$ cat config.mk
export PLATFORM = sky130hd
export DESIGN_NAME = amp_ctrl_regs
export DESIGN_NICKNAME = d
export VERILOG_FILES = /design/src/rtl/amp_pkg.sv /design/src/rtl/amp_sync.sv /design/src/rtl/amp_chan_regs.sv /design/src/rtl/amp_route_dec.sv /design/src/rtl/amp_trim_sel.sv /design/src/rtl/amp_ctrl_regs.sv
export SDC_FILE = /design/constraint.sdc
export NUM_CORES = 1
export LEC_CHECK = 0
export ABC_AREA = 1
export BUFFER_PORTS_ARGS = -buffer_cell sky130_fd_sc_hd__buf_2
export CAP_MARGIN = 30
export CELL_PAD_IN_SITES_DETAIL_PLACEMENT = 1
export CELL_PAD_IN_SITES_GLOBAL_PLACEMENT = 1
export CORE_MARGIN = 2
export CORE_UTILIZATION = 31
export DETAILED_ROUTE_END_ITERATION = 10
export PLACE_DENSITY = 0.75
export SLEW_MARGIN = 20
export SYNTH_ARGS = -nofsm -noshare
export SYNTH_HDL_FRONTEND = slang
export SYNTH_HIERARCHICAL = 1
export SYNTH_SLANG_ARGS = --single-unit
$ cat constraint.sdc
create_clock -name clk -period 1.33 [get_ports clk]
set_input_delay 0.0665 -clock clk [delete_from_list [all_inputs] [get_ports clk]]
set_output_delay 0.0665 -clock clk [all_outputs]
set_load 0.01 [all_outputs]
$ cat src/rtl/amp_pkg.sv
package amp_pkg;

    localparam int DATA_W  = 32;
    localparam int TRIM_W  = 5;
    localparam int TRIM2_W = 2 * TRIM_W;
    localparam int TRIM_P_LSB = 8;
    localparam int NTAP    = 4;

    typedef enum logic [1:0] {
        MODE_EXT_A  = 2'b00,
        MODE_EXT_B  = 2'b01,
        MODE_PGA    = 2'b10,
        MODE_FOLLOW = 2'b11
    } mode_e;

    typedef struct packed {
        logic       range;
        logic       hs;
        logic       usr;
        logic       calsel;
        logic       calon;
        logic       vp;
        logic       vm;
        logic [1:0] gain;
        logic [1:0] mode;
        logic       lp;
        logic       en;
    } csr_t;

    typedef struct packed {
        logic              vinp_pin;
        logic              vinp_dac;
        logic              vinm_pin;
        logic              follow;
        logic [NTAP-1:0]   tap;
        logic              out_en;
        logic              cal_iso;
    } route_t;

    function automatic csr_t csr_unpack(input logic [DATA_W-1:0] w, input logic allow_range);
        csr_t c;
        c.range  = allow_range & w[31];
        c.hs     = w[30];
        c.usr    = w[14];
        c.calsel = w[13];
        c.calon  = w[12];
        c.vp     = w[10];
        c.vm     = w[9];
        c.gain   = w[5:4];
        c.mode   = w[3:2];
        c.lp     = w[1];
        c.en     = w[0];
        return c;
    endfunction

    function automatic logic [DATA_W-1:0] csr_pack(input csr_t c, input logic calout);
        logic [DATA_W-1:0] w;
        w      = '0;
        w[31]  = c.range;
        w[30]  = c.hs;
        w[15]  = calout;
        w[14]  = c.usr;
        w[13]  = c.calsel;
        w[12]  = c.calon;
        w[10]  = c.vp;
        w[9]   = c.vm;
        w[5:4] = c.gain;
        w[3:2] = c.mode;
        w[1]   = c.lp;
        w[0]   = c.en;
        return w;
    endfunction

    function automatic logic [DATA_W-1:0] trim_pack(input logic [TRIM2_W-1:0] t);
        logic [DATA_W-1:0] w;
        w = '0;
        w[TRIM_P_LSB +: TRIM_W] = t[TRIM2_W-1 -: TRIM_W];
        w[0 +: TRIM_W]          = t[TRIM_W-1:0];
        return w;
    endfunction

    function automatic logic [TRIM2_W-1:0] trim_unpack(input logic [DATA_W-1:0] w);
        return {w[TRIM_P_LSB +: TRIM_W], w[0 +: TRIM_W]};
    endfunction

endpackage

$ cat src/rtl/amp_sync.sv
module amp_sync #(
    parameter int W = 2
) (
    input  logic         clk,
    input  logic         rst,
    input  logic [W-1:0] d_async,
    output logic [W-1:0] q_sync
);
    logic [W-1:0] stage1;

    always_ff @(posedge clk) begin
        if (rst) begin
            stage1 <= '0;
            q_sync <= '0;
        end else begin
            stage1 <= d_async;
            q_sync <= stage1;
        end
    end
endmodule

$ cat src/rtl/amp_chan_regs.sv
module amp_chan_regs
    import amp_pkg::*;
#(
    parameter bit HAS_RANGE = 1'b0
) (
    input  logic               clk,
    input  logic               rst,
    input  logic               wr_csr,
    input  logic               wr_nrm,
    input  logic               wr_lp,
    input  logic [DATA_W-1:0]  wdata,
    input  logic [TRIM2_W-1:0] fact_nrm,
    input  logic [TRIM2_W-1:0] fact_lp,
    output csr_t               csr_q,
    output logic [TRIM2_W-1:0] usr_nrm_q,
    output logic [TRIM2_W-1:0] usr_lp_q
);
    csr_t csr_nx;
    logic unused_wbits;

    assign unused_wbits = ^{wdata[29:16], wdata[15], wdata[11], wdata[8:6]};

    always_comb begin
        csr_nx = csr_unpack(wdata, HAS_RANGE);
        if (csr_q.en) begin
            csr_nx.lp = csr_q.lp;
        end
    end

    always_ff @(posedge clk) begin
        if (rst) begin
            csr_q     <= '0;
            usr_nrm_q <= fact_nrm;
            usr_lp_q  <= fact_lp;
        end else begin
            if (wr_csr) csr_q     <= csr_nx;
            if (wr_nrm) usr_nrm_q <= trim_unpack(wdata);
            if (wr_lp)  usr_lp_q  <= trim_unpack(wdata);
        end
    end
endmodule

$ cat src/rtl/amp_route_dec.sv
module amp_route_dec
    import amp_pkg::*;
(
    input  csr_t   csr,
    output route_t route
);
    logic  active;
    mode_e mode;

    assign active = csr.en & ~csr.calon;
    assign mode   = mode_e'(csr.mode);

    always_comb begin
        route          = '0;
        route.out_en   = active;
        route.cal_iso  = csr.en & csr.calon;
        route.vinp_pin = active & ~csr.vp;
        route.vinp_dac = active & csr.vp;
        route.follow   = active & (mode == MODE_FOLLOW);
        route.vinm_pin = active & (mode != MODE_FOLLOW) & ~csr.vm;
        if (active && mode == MODE_PGA) begin
            route.tap = NTAP'(1) << csr.gain;
        end
    end
endmodule

$ cat src/rtl/amp_trim_sel.sv
module amp_trim_sel
    import amp_pkg::*;
(
    input  logic               use_user,
    input  logic               low_pwr,
    input  logic [TRIM2_W-1:0] usr_nrm,
    input  logic [TRIM2_W-1:0] usr_lp,
    input  logic [TRIM2_W-1:0] fact_nrm,
    input  logic [TRIM2_W-1:0] fact_lp,
    output logic [TRIM_W-1:0]  trim_n,
    output logic [TRIM_W-1:0]  trim_p
);
    logic [TRIM2_W-1:0] user_pick;
    logic [TRIM2_W-1:0] fact_pick;
    logic [TRIM2_W-1:0] applied;

    assign user_pick = low_pwr ? usr_lp  : usr_nrm;
    assign fact_pick = low_pwr ? fact_lp : fact_nrm;
    assign applied   = use_user ? user_pick : fact_pick;
    assign trim_n    = applied[TRIM_W-1:0];
    assign trim_p    = applied[TRIM2_W-1 -: TRIM_W];
endmodule

$ cat src/rtl/amp_ctrl_regs.sv
module amp_ctrl_regs
    import amp_pkg::*;
#(
    parameter int NCH    = 2,
    parameter int ADDR_W = 8
) (
    input  logic                   clk,
    input  logic                   rst,
    input  logic                   wr_en,
    input  logic [ADDR_W-1:0]      addr,
    input  logic [DATA_W-1:0]      wdata,
    output logic [DATA_W-1:0]      rdata,
    input  logic [NCH*TRIM2_W-1:0] fact_trim_nrm,
    input  logic [NCH*TRIM2_W-1:0] fact_trim_lp,
    input  logic [NCH-1:0]         cmp_async,
    output logic [NCH-1:0]         vinp_pin_sw,
    output logic [NCH-1:0]         vinp_dac_sw,
    output logic [NCH-1:0]         vinm_pin_sw,
    output logic [NCH-1:0]         follow_sw,
    output logic [NCH*NTAP-1:0]    pga_tap,
    output logic [NCH-1:0]         out_en,
    output logic [NCH-1:0]         cal_iso,
    output logic [NCH-1:0]         cal_psel,
    output logic [NCH-1:0]         lp_en,
    output logic [NCH-1:0]         hs_en,
    output logic                   range_en,
    output logic [NCH*TRIM_W-1:0]  trim_n_out,
    output logic [NCH*TRIM_W-1:0]  trim_p_out
);
    localparam int CH_W     = ADDR_W - 4;
    localparam int WORD_CSR = 0;
    localparam int WORD_NRM = 1;
    localparam int WORD_LP  = 2;

    logic [CH_W-1:0] a_ch;
    logic [1:0]      a_word;
    logic            a_ok;
    logic [NCH-1:0]  cmp_sync;
    logic [NCH-1:0]  chan_en;

    csr_t               csr_q   [NCH];
    logic [TRIM2_W-1:0] usr_nrm [NCH];
    logic [TRIM2_W-1:0] usr_lp  [NCH];
    logic [NCH-1:0]     calout;

    assign a_ch   = addr[ADDR_W-1:4];
    assign a_word = addr[3:2];
    assign a_ok   = (addr[1:0] == 2'b00) && (a_word != 2'd3) && (int'(a_ch) < NCH);

    amp_sync #(.W(NCH)) u_sync (
        .clk     (clk),
        .rst     (rst),
        .d_async (cmp_async),
        .q_sync  (cmp_sync)
    );

    for (genvar ch = 0; ch < NCH; ch++) begin : g_ch
        logic   sel;
        route_t route;

        assign sel = a_ok && (int'(a_ch) == ch) && wr_en;

        amp_chan_regs #(.HAS_RANGE(ch == 0)) u_regs (
            .clk       (clk),
            .rst       (rst),
            .wr_csr    (sel && a_word == 2'(WORD_CSR)),
            .wr_nrm    (sel && a_word == 2'(WORD_NRM)),
            .wr_lp     (sel && a_word == 2'(WORD_LP)),
            .wdata     (wdata),
            .fact_nrm  (fact_trim_nrm[ch*TRIM2_W +: TRIM2_W]),
            .fact_lp   (fact_trim_lp[ch*TRIM2_W +: TRIM2_W]),
            .csr_q     (csr_q[ch]),
            .usr_nrm_q (usr_nrm[ch]),
            .usr_lp_q  (usr_lp[ch])
        );

        amp_route_dec u_dec (
            .csr   (csr_q[ch]),
            .route (route)
        );

        amp_trim_sel u_trim (
            .use_user (csr_q[ch].usr),
            .low_pwr  (csr_q[ch].lp),
            .usr_nrm  (usr_nrm[ch]),
            .usr_lp   (usr_lp[ch]),
            .fact_nrm (fact_trim_nrm[ch*TRIM2_W +: TRIM2_W]),
            .fact_lp  (fact_trim_lp[ch*TRIM2_W +: TRIM2_W]),
            .trim_n   (trim_n_out[ch*TRIM_W +: TRIM_W]),
            .trim_p   (trim_p_out[ch*TRIM_W +: TRIM_W])
        );

        assign calout[ch]                 = cmp_sync[ch] & csr_q[ch].calon;
        assign chan_en[ch]                = csr_q[ch].en;
        assign vinp_pin_sw[ch]            = route.vinp_pin;
        assign vinp_dac_sw[ch]            = route.vinp_dac;
        assign vinm_pin_sw[ch]            = route.vinm_pin;
        assign follow_sw[ch]              = route.follow;
        assign pga_tap[ch*NTAP +: NTAP]   = route.tap;
        assign out_en[ch]                 = route.out_en;
        assign cal_iso[ch]                = route.cal_iso;
        assign cal_psel[ch]               = csr_q[ch].calsel;
        assign lp_en[ch]                  = csr_q[ch].lp;
        assign hs_en[ch]                  = csr_q[ch].hs;
    end

    assign range_en = csr_q[0].range;

    always_comb begin
        rdata = '0;
        for (int ch = 0; ch < NCH; ch++) begin
            if (a_ok && int'(a_ch) == ch) begin
                case (a_word)
                    2'(WORD_CSR): rdata = csr_pack(csr_q[ch], calout[ch]);
                    2'(WORD_NRM): rdata = trim_pack(usr_nrm[ch]);
                    2'(WORD_LP):  rdata = trim_pack(usr_lp[ch]);
                    default:      rdata = '0;
                endcase
            end
        end
    end
endmodule

==> results.json, run 1 <==
{
  "power.density_mw_per_mm2": 886,
  "hold_class": "in2reg",
  "synth_seq_cells": 69,
  "dp_slack_ns": -0.138,
  "grt_pass1_wl_um": 26000,
  "drv_cap": 0,
  "status": "finished with violations",
  "hpwl_um": 12300,
  "synth.distinct_cells": 21,
  "worstPathArrival_ns": 1.28,
  "cts_buffers": 9,
  "synth_area_leaders": "edfxtp_1 26%, nand2_1 25%, dfxtp_1 12%, inv_1 8.4%, nand3_1 7.4%",
  "h-tree-depth": 3,
  "gp_congestion": 0.805,
  "dpl_cell_area_mm2": 0.00551,
  "final_cell_mix": "294 x nand2_1, 127 x buf_2, 102 x inv_1",
  "endpoint_kind": "output pin",
  "io_pins": 164,
  "min_period_ns": 1.35,
  "netlist_instances": 743,
  "totalPowerFinal_mw": 5.49,
  "hold_violations": 0,
  "design_area_mm2": 0.00620,
  "crit_path_cell_trace": "buf_6 -> buf_12 -> nand2_2 -> nand3_2 -> nand2_1 -> buf_2",
  "required_ns": 1.26,
  "stdcell_count": 1076,
  "dieArea_mm2": 0.0161,
  "fp.dieW_um": 127,
  "crit_fanout": 8,
  "synth_warnings": 6,
  "max_stage_delay_ns": 0.37,
  "wire_per_inst_um": 15.4,
  "die_h_um": 127,
  "synth.largest_area_cell": "edfxtp_1",
  "cts.clk_slew.worst_paths_ns": 0.06,
  "clock-sinks": 69,
  "num_vias": 4999,
  "failed_checks": "setup timing",
  "wl_um": 16600,
  "gr-total-overflow": 0,
  "finalCritPeriodShare_pct": 101,
  "cp_num_buf_inv": 3,
  "ant_nets": 0,
  "grt_pass1_vias": 5191,
  "drt-initial-drc-count": 200,
  "syn-cell-area_mm2": 0.00469,
  "layout_commonest_cell": "nand2_1",
  "clockBufferDepth": 2,
  "antenna_found_initial": 0,
  "grt_start_max_net_pins": 24,
  "fin_nets": 972,
  "firstDrtPassIters": 4,
  "p_leak_nw": 3.44,
  "synth_top_area_share_pct": 25.6,
  "worstSkewPairLatency_ns": 0.33,
  "ys_seq_area_share_pct": 38.0,
  "ir_worst_vdd_v": 0.000619,
  "skew_ns": 0.000568,
  "portBuffers": 130,
  "critPathLaunchType": "flop",
  "timing.final.ws_setup_ns": -0.0178,
  "grt_use_total_pct": 20.4,
  "syn_to_final_growth_pct": 32.0,
  "placed_cells": 1050,
  "via_per_inst": 4.65,
  "max_freq_mhz": 742,
  "cp_top_family": "buffers and inverters",
  "row_count": 44,
  "cts_root_buffer": "clkbuf_16",
  "rsz0062_at_grt": "true",
  "drc": 0,
  "insertedDiodeCount": 0,
  "setup_viol": 5,
  "core_mm2": 0.0146,
  "postSynthAreaPerCell_um2": 6.32,
  "cp_slowest_cell": "dfxtp_4",
  "drive_gt1_share_pct": 29.7,
  "cts_tree": "yes",
  "start_util_pct": 32.1,
  "slew_viol_final": 0,
  "critPathKind": "reg2out",
  "tns_ns": -0.0691
}
-- cells in the mapped netlist, drive strengths merged --
cell and number:
nand2 317, inv 115, nor2 84, nand3 69, buf 49, edfxtp 40
dfxtp 29, o21ai 24, a21oi 7, or2 4, clkinv 2, conb 2
nor3 1
-- worst paths after layout --
check	startpoint	slack [ns]	cells after the start	end
min reg2reg	u_sync/stage1[0]$_SDFF_PP0_	0.41	2	u_sync/q_sync[0]$_SDFF_PP0_
min	wdata[14]	0.008	3	g_ch[0].u_regs/csr_q[10]$_SDFFE_PP0P_
max	g_ch[1].u_regs/csr_q[1]$_SDFFE_PP0P_	-0.02	6	trim_p_out[8]
max reg2reg	g_ch[0].u_regs/csr_q[1]$_SDFFE_PP0P_	0.38	4	g_ch[0].u_regs/csr_q[1]$_SDFFE_PP0P_
-- through the flow --
stage | util, % | hold WS (ns)
5_1_grt | 42.3 | 0.0309
3_5_place_dp | 37.6 | 0.276
4_1_cts | 40.7 | 0.00229
6_report | 42.3 | 0.00820
3_3_place_gp | 37.6 | 0.271
2_1_floorplan | - | 0.138
-- cells by family (layout without fill, tap and decap cells) --
family / Yosys count / count (layout) / synth area share (%)
AO/OA/AOI/OAI: 31 / 31 / 3.30
buffers and inverters: 166 / 300 / 17.4
flip-flops: 69 / 69 / 38.0
other: 2 / 17 / 0.160
AND/OR/NAND/NOR: 475 / 475 / 41.2
-- final cells by class --
| cell class | count | area [µm²] |
|---|---|---|
| Fill cell | 1973 | 8450 |
| Clock inverter | 2 | 10.0 |
| Inverter | 117 | 464 |
| Clock buffer | 14 | 264 |
| Sequential cell | 69 | 1810 |
| Multi-Input combinational cell | 523 | 2340 |
| Timing Repair Buffer | 167 | 1080 |
| Tap cell | 184 | 230 |
-- flip-flops by register name, summed over array words and instances, names as in the netlist --
signal / cells
u_sync/stage1: 2
g_ch.u_regs/usr_nrm_q: 20
g_ch.u_regs/csr_q: 25
g_ch.u_regs/usr_lp_q: 20
u_sync/q_sync: 2
-- report_power, final --
| part | leakage [nW] | switching [mW] | internal [mW] | total, mW |
|---|---|---|---|---|
| combinational | 2.67 | 0.491 | 0.300 | 0.791 |
| clock | 0.137 | 0.883 | 1.36 | 2.24 |
| sequential | 0.633 | 0.0628 | 2.39 | 2.46 |
| total | 3.44 | 1.44 | 4.05 | 5.49 |
-- tightest hold or removal path, delay by kind of cell --
kind	cells	cell delay, ns
buffers and inverters	1	0.11
AND/OR/NAND/NOR	2	0.13
-- metal layers --
| metal | up-vias | share of wire, % | global-route usage [%] |
|---|---|---|---|
| li1 | 2490 | - | - |
| met1 | 2372 | 44 | 25.5 |
| met2 | 125 | 50 | 37.3 |
| met3 | 12 | 4.7 | 2.76 |
| met4 | 0 | 0.94 | 4.72 |
| met5 | - | 0 | 0 |
-- timing repair --
item / CTS / global route
gates cloned: 1 / 1
resized for setup: 40 / 59
pin swaps: 15 / 17
setup endpoints to repair: 37 / 46
hold buffers: 4 / 0
hold endpoints to repair: 4 / 0
buffers inserted: 1 / 3
Note: power is estimated with default switching activity, not from simulation.
==> run 2, diff against run 1 <==
--- a/config.mk
+++ b/config.mk
@@ -14,6 +14,7 @@
 export CORE_UTILIZATION = 31
 export DETAILED_ROUTE_END_ITERATION = 10
 export PLACE_DENSITY = 0.75
+export REMOVE_ABC_BUFFERS = 1
 export SLEW_MARGIN = 20
 export SYNTH_ARGS = -nofsm -noshare
 export SYNTH_HDL_FRONTEND = slang
==> results.json, run 2 (synthesis gave the netlist of run 1 again) <==
{
  "status": "finished with violations",
  "failed_checks": "setup timing",
  "largest_register": "g_ch.u_regs/csr_q",
  "drive_gt1_share_pct": 29.0,
  "worstPathArrival_ns": 1.27,
  "skew_ns": 0.00198,
  "cts_buffers": 9,
  "start_util_pct": 32.1,
  "min_period_ns": 1.34,
  "cts.clk_slew.worst_paths_ns": 0.05,
  "setup_viol": 2,
  "p_comb_share_pct": 14.3,
  "layout_commonest_cell": "nand2_1",
  "die_h_um": 127,
  "portBuffers": 130,
  "cp_slowest_cell": "dfxtp_4",
  "grt_pass1_vias": 5094,
  "p_int_mw": 4.14,
  "wl_met2_um": 8330,
  "fp.dieW_um": 127,
  "ir_worst_vdd_v": 0.000435,
  "num_vias": 5044,
  "dieArea_mm2": 0.0161,
  "critPathKind": "reg2out",
  "routed.top_layer": "met4",
  "hold-worst-slack_ns": 0.0206,
  "antenna_found_initial": 0,
  "p_sw_mw": 1.47,
  "grt_start_max_net_pins": 27,
  "max_stage_delay_ns": 0.38,
  "cts_root_buffer": "clkbuf_16",
  "via_per_inst": 4.66,
  "max_freq_mhz": 747,
  "insertedDiodeCount": 0,
  "drv_cap": 0,
  "wl_um": 16700,
  "io_pins": 164,
  "clock_power_share_pct": 41.9,
  "firstDrtPassIters": 4,
  "worstSkewPairLatency_ns": 0.33,
  "final_cell_mix": "298 x nand2_1, 127 x buf_2, 101 x inv_1",
  "syn_to_final_growth_pct": 33.4,
  "drt-initial-drc-count": 240,
  "core_mm2": 0.0146,
  "finalCritPeriodShare_pct": 101,
  "crit_path_cell_trace": "buf_8 -> buf_12 -> nand2_2 -> nand3_2 -> nand2_1 -> buf_2",
  "wire_per_inst_um": 15.5,
  "grt_use_total_pct": 20.7,
  "cts_tree": "yes",
  "power.density_mw_per_mm2": 895,
  "hold_class": "in2reg",
  "wl_met1_um": 7420,
  "h-tree-depth": 3,
  "row_count": 44,
  "drc": 0,
  "top_regs": "g_ch.u_regs/csr_q x25, g_ch.u_regs/usr_lp_q x20, g_ch.u_regs/usr_nrm_q x20",
  "hold_violations": 0,
  "p_leak_nw": 3.51,
  "critPathLaunchType": "flop",
  "rsz0062_at_grt": "true",
  "gr-total-overflow": 0,
  "met3_length_um": 773,
  "ant_nets": 0,
  "required_ns": 1.26,
  "switching_share_pct": 26.2,
  "p_seq_share_pct": 43.8,
  "grt_pass1_wl_um": 26100,
  "clock-sinks": 69,
  "crit_fanout": 8,
  "fin_nets": 978,
  "timing.final.ws_setup_ns": -0.00861,
  "endpoint_kind": "output pin",
  "largest_register_ffs": 25,
  "slew_viol_final": 0,
  "hpwl_um": 12100,
  "clockBufferDepth": 2,
  "tns_ns": -0.0135,
  "gp_congestion": 0.788
}
## run 2: layout make-up
cell class,instances,area (µm²)
Fill cell,1942,8380
Multi-Input combinational cell,523,2300
Sequential cell,69,1810
Timing Repair Buffer,173,1180
Inverter,117,464
Tap cell,184,230
Clock buffer,10,229
Clock inverter,6,53.8
## run 2: power groups by stage
| stage | sequential (mW) | combinational (mW) | clock (mW) |
|---|---|---|---|
| floorplan | 2.49 | 0.365 | 0 |
| global route | 2.47 | 0.900 | 2.51 |
| CTS | 2.46 | 0.767 | 2.38 |
| detailed placement | 2.51 | 0.748 | 0 |
| finish | 2.46 | 0.802 | 2.35 |
| global placement | 2.51 | 0.733 | 0 |
## run 2: final timing paths
| check | cells after the start | startpoint | slack, ns | to |
|---|---|---|---|---|
| worst min-delay path | 3 | wdata[5] | 0.02 | g_ch[1].u_regs/csr_q[5]$_SDFFE_PP0P_ |
| worst max register to register | 3 | g_ch[1].u_regs/csr_q[1]$_SDFFE_PP0P_ | 0.45 | g_ch[1].u_regs/csr_q[1]$_SDFFE_PP0P_ |
| worst max-delay path | 6 | g_ch[1].u_regs/csr_q[1]$_SDFFE_PP0P_ | -0.009 | trim_p_out[5] |
| worst min register to register | 2 | u_sync/stage1[1]$_SDFF_PP0_ | 0.40 | u_sync/q_sync[1]$_SDFF_PP0_ |
## run 2: repair_timing
item,CTS,global route
pin swaps,8,23
hold endpoints to repair,5,0
hold buffers,4,0
setup buffers,4,1
cloned,1,2
endpoints found under the setup margin,40,40
gates resized for setup,39,52
## run 2: worst max-delay path, delay by kind of cell (launching register included)
family | cells | cell delay [ns]
buffers and inverters | 3 | 0.40
DFF | 1 | 0.38
and+or+nand+nor | 3 | 0.14
## run 2: through the flow
| stage | util, % | cells | area, µm² | power, mW | worst slack (ns) |
|---|---|---|---|---|---|
| final | 42.8 | 1082 | 6260 | 5.61 | -0.00861 |
| after global routing | 42.8 | 1082 | 6260 | 5.88 | -0.0654 |
| after CTS | 41.3 | 1079 | 6040 | 5.61 | -0.0374 |
| after detailed placement | 37.9 | 1054 | 5550 | 3.26 | -0.107 |
| after global placement | 37.9 | 1054 | 5550 | 3.24 | -0.0171 |
| after floorplan | - | 709 | 4370 | 2.86 | -0.449 |
## run 2: routing by layer
layer / GRT usage [%] / vias up
met3: 4.40 / 17
met1: 26.0 / 2402
met5: 0 / -
li1: - / 2504
met4: 4.59 / 0
met2: 36.4 / 121
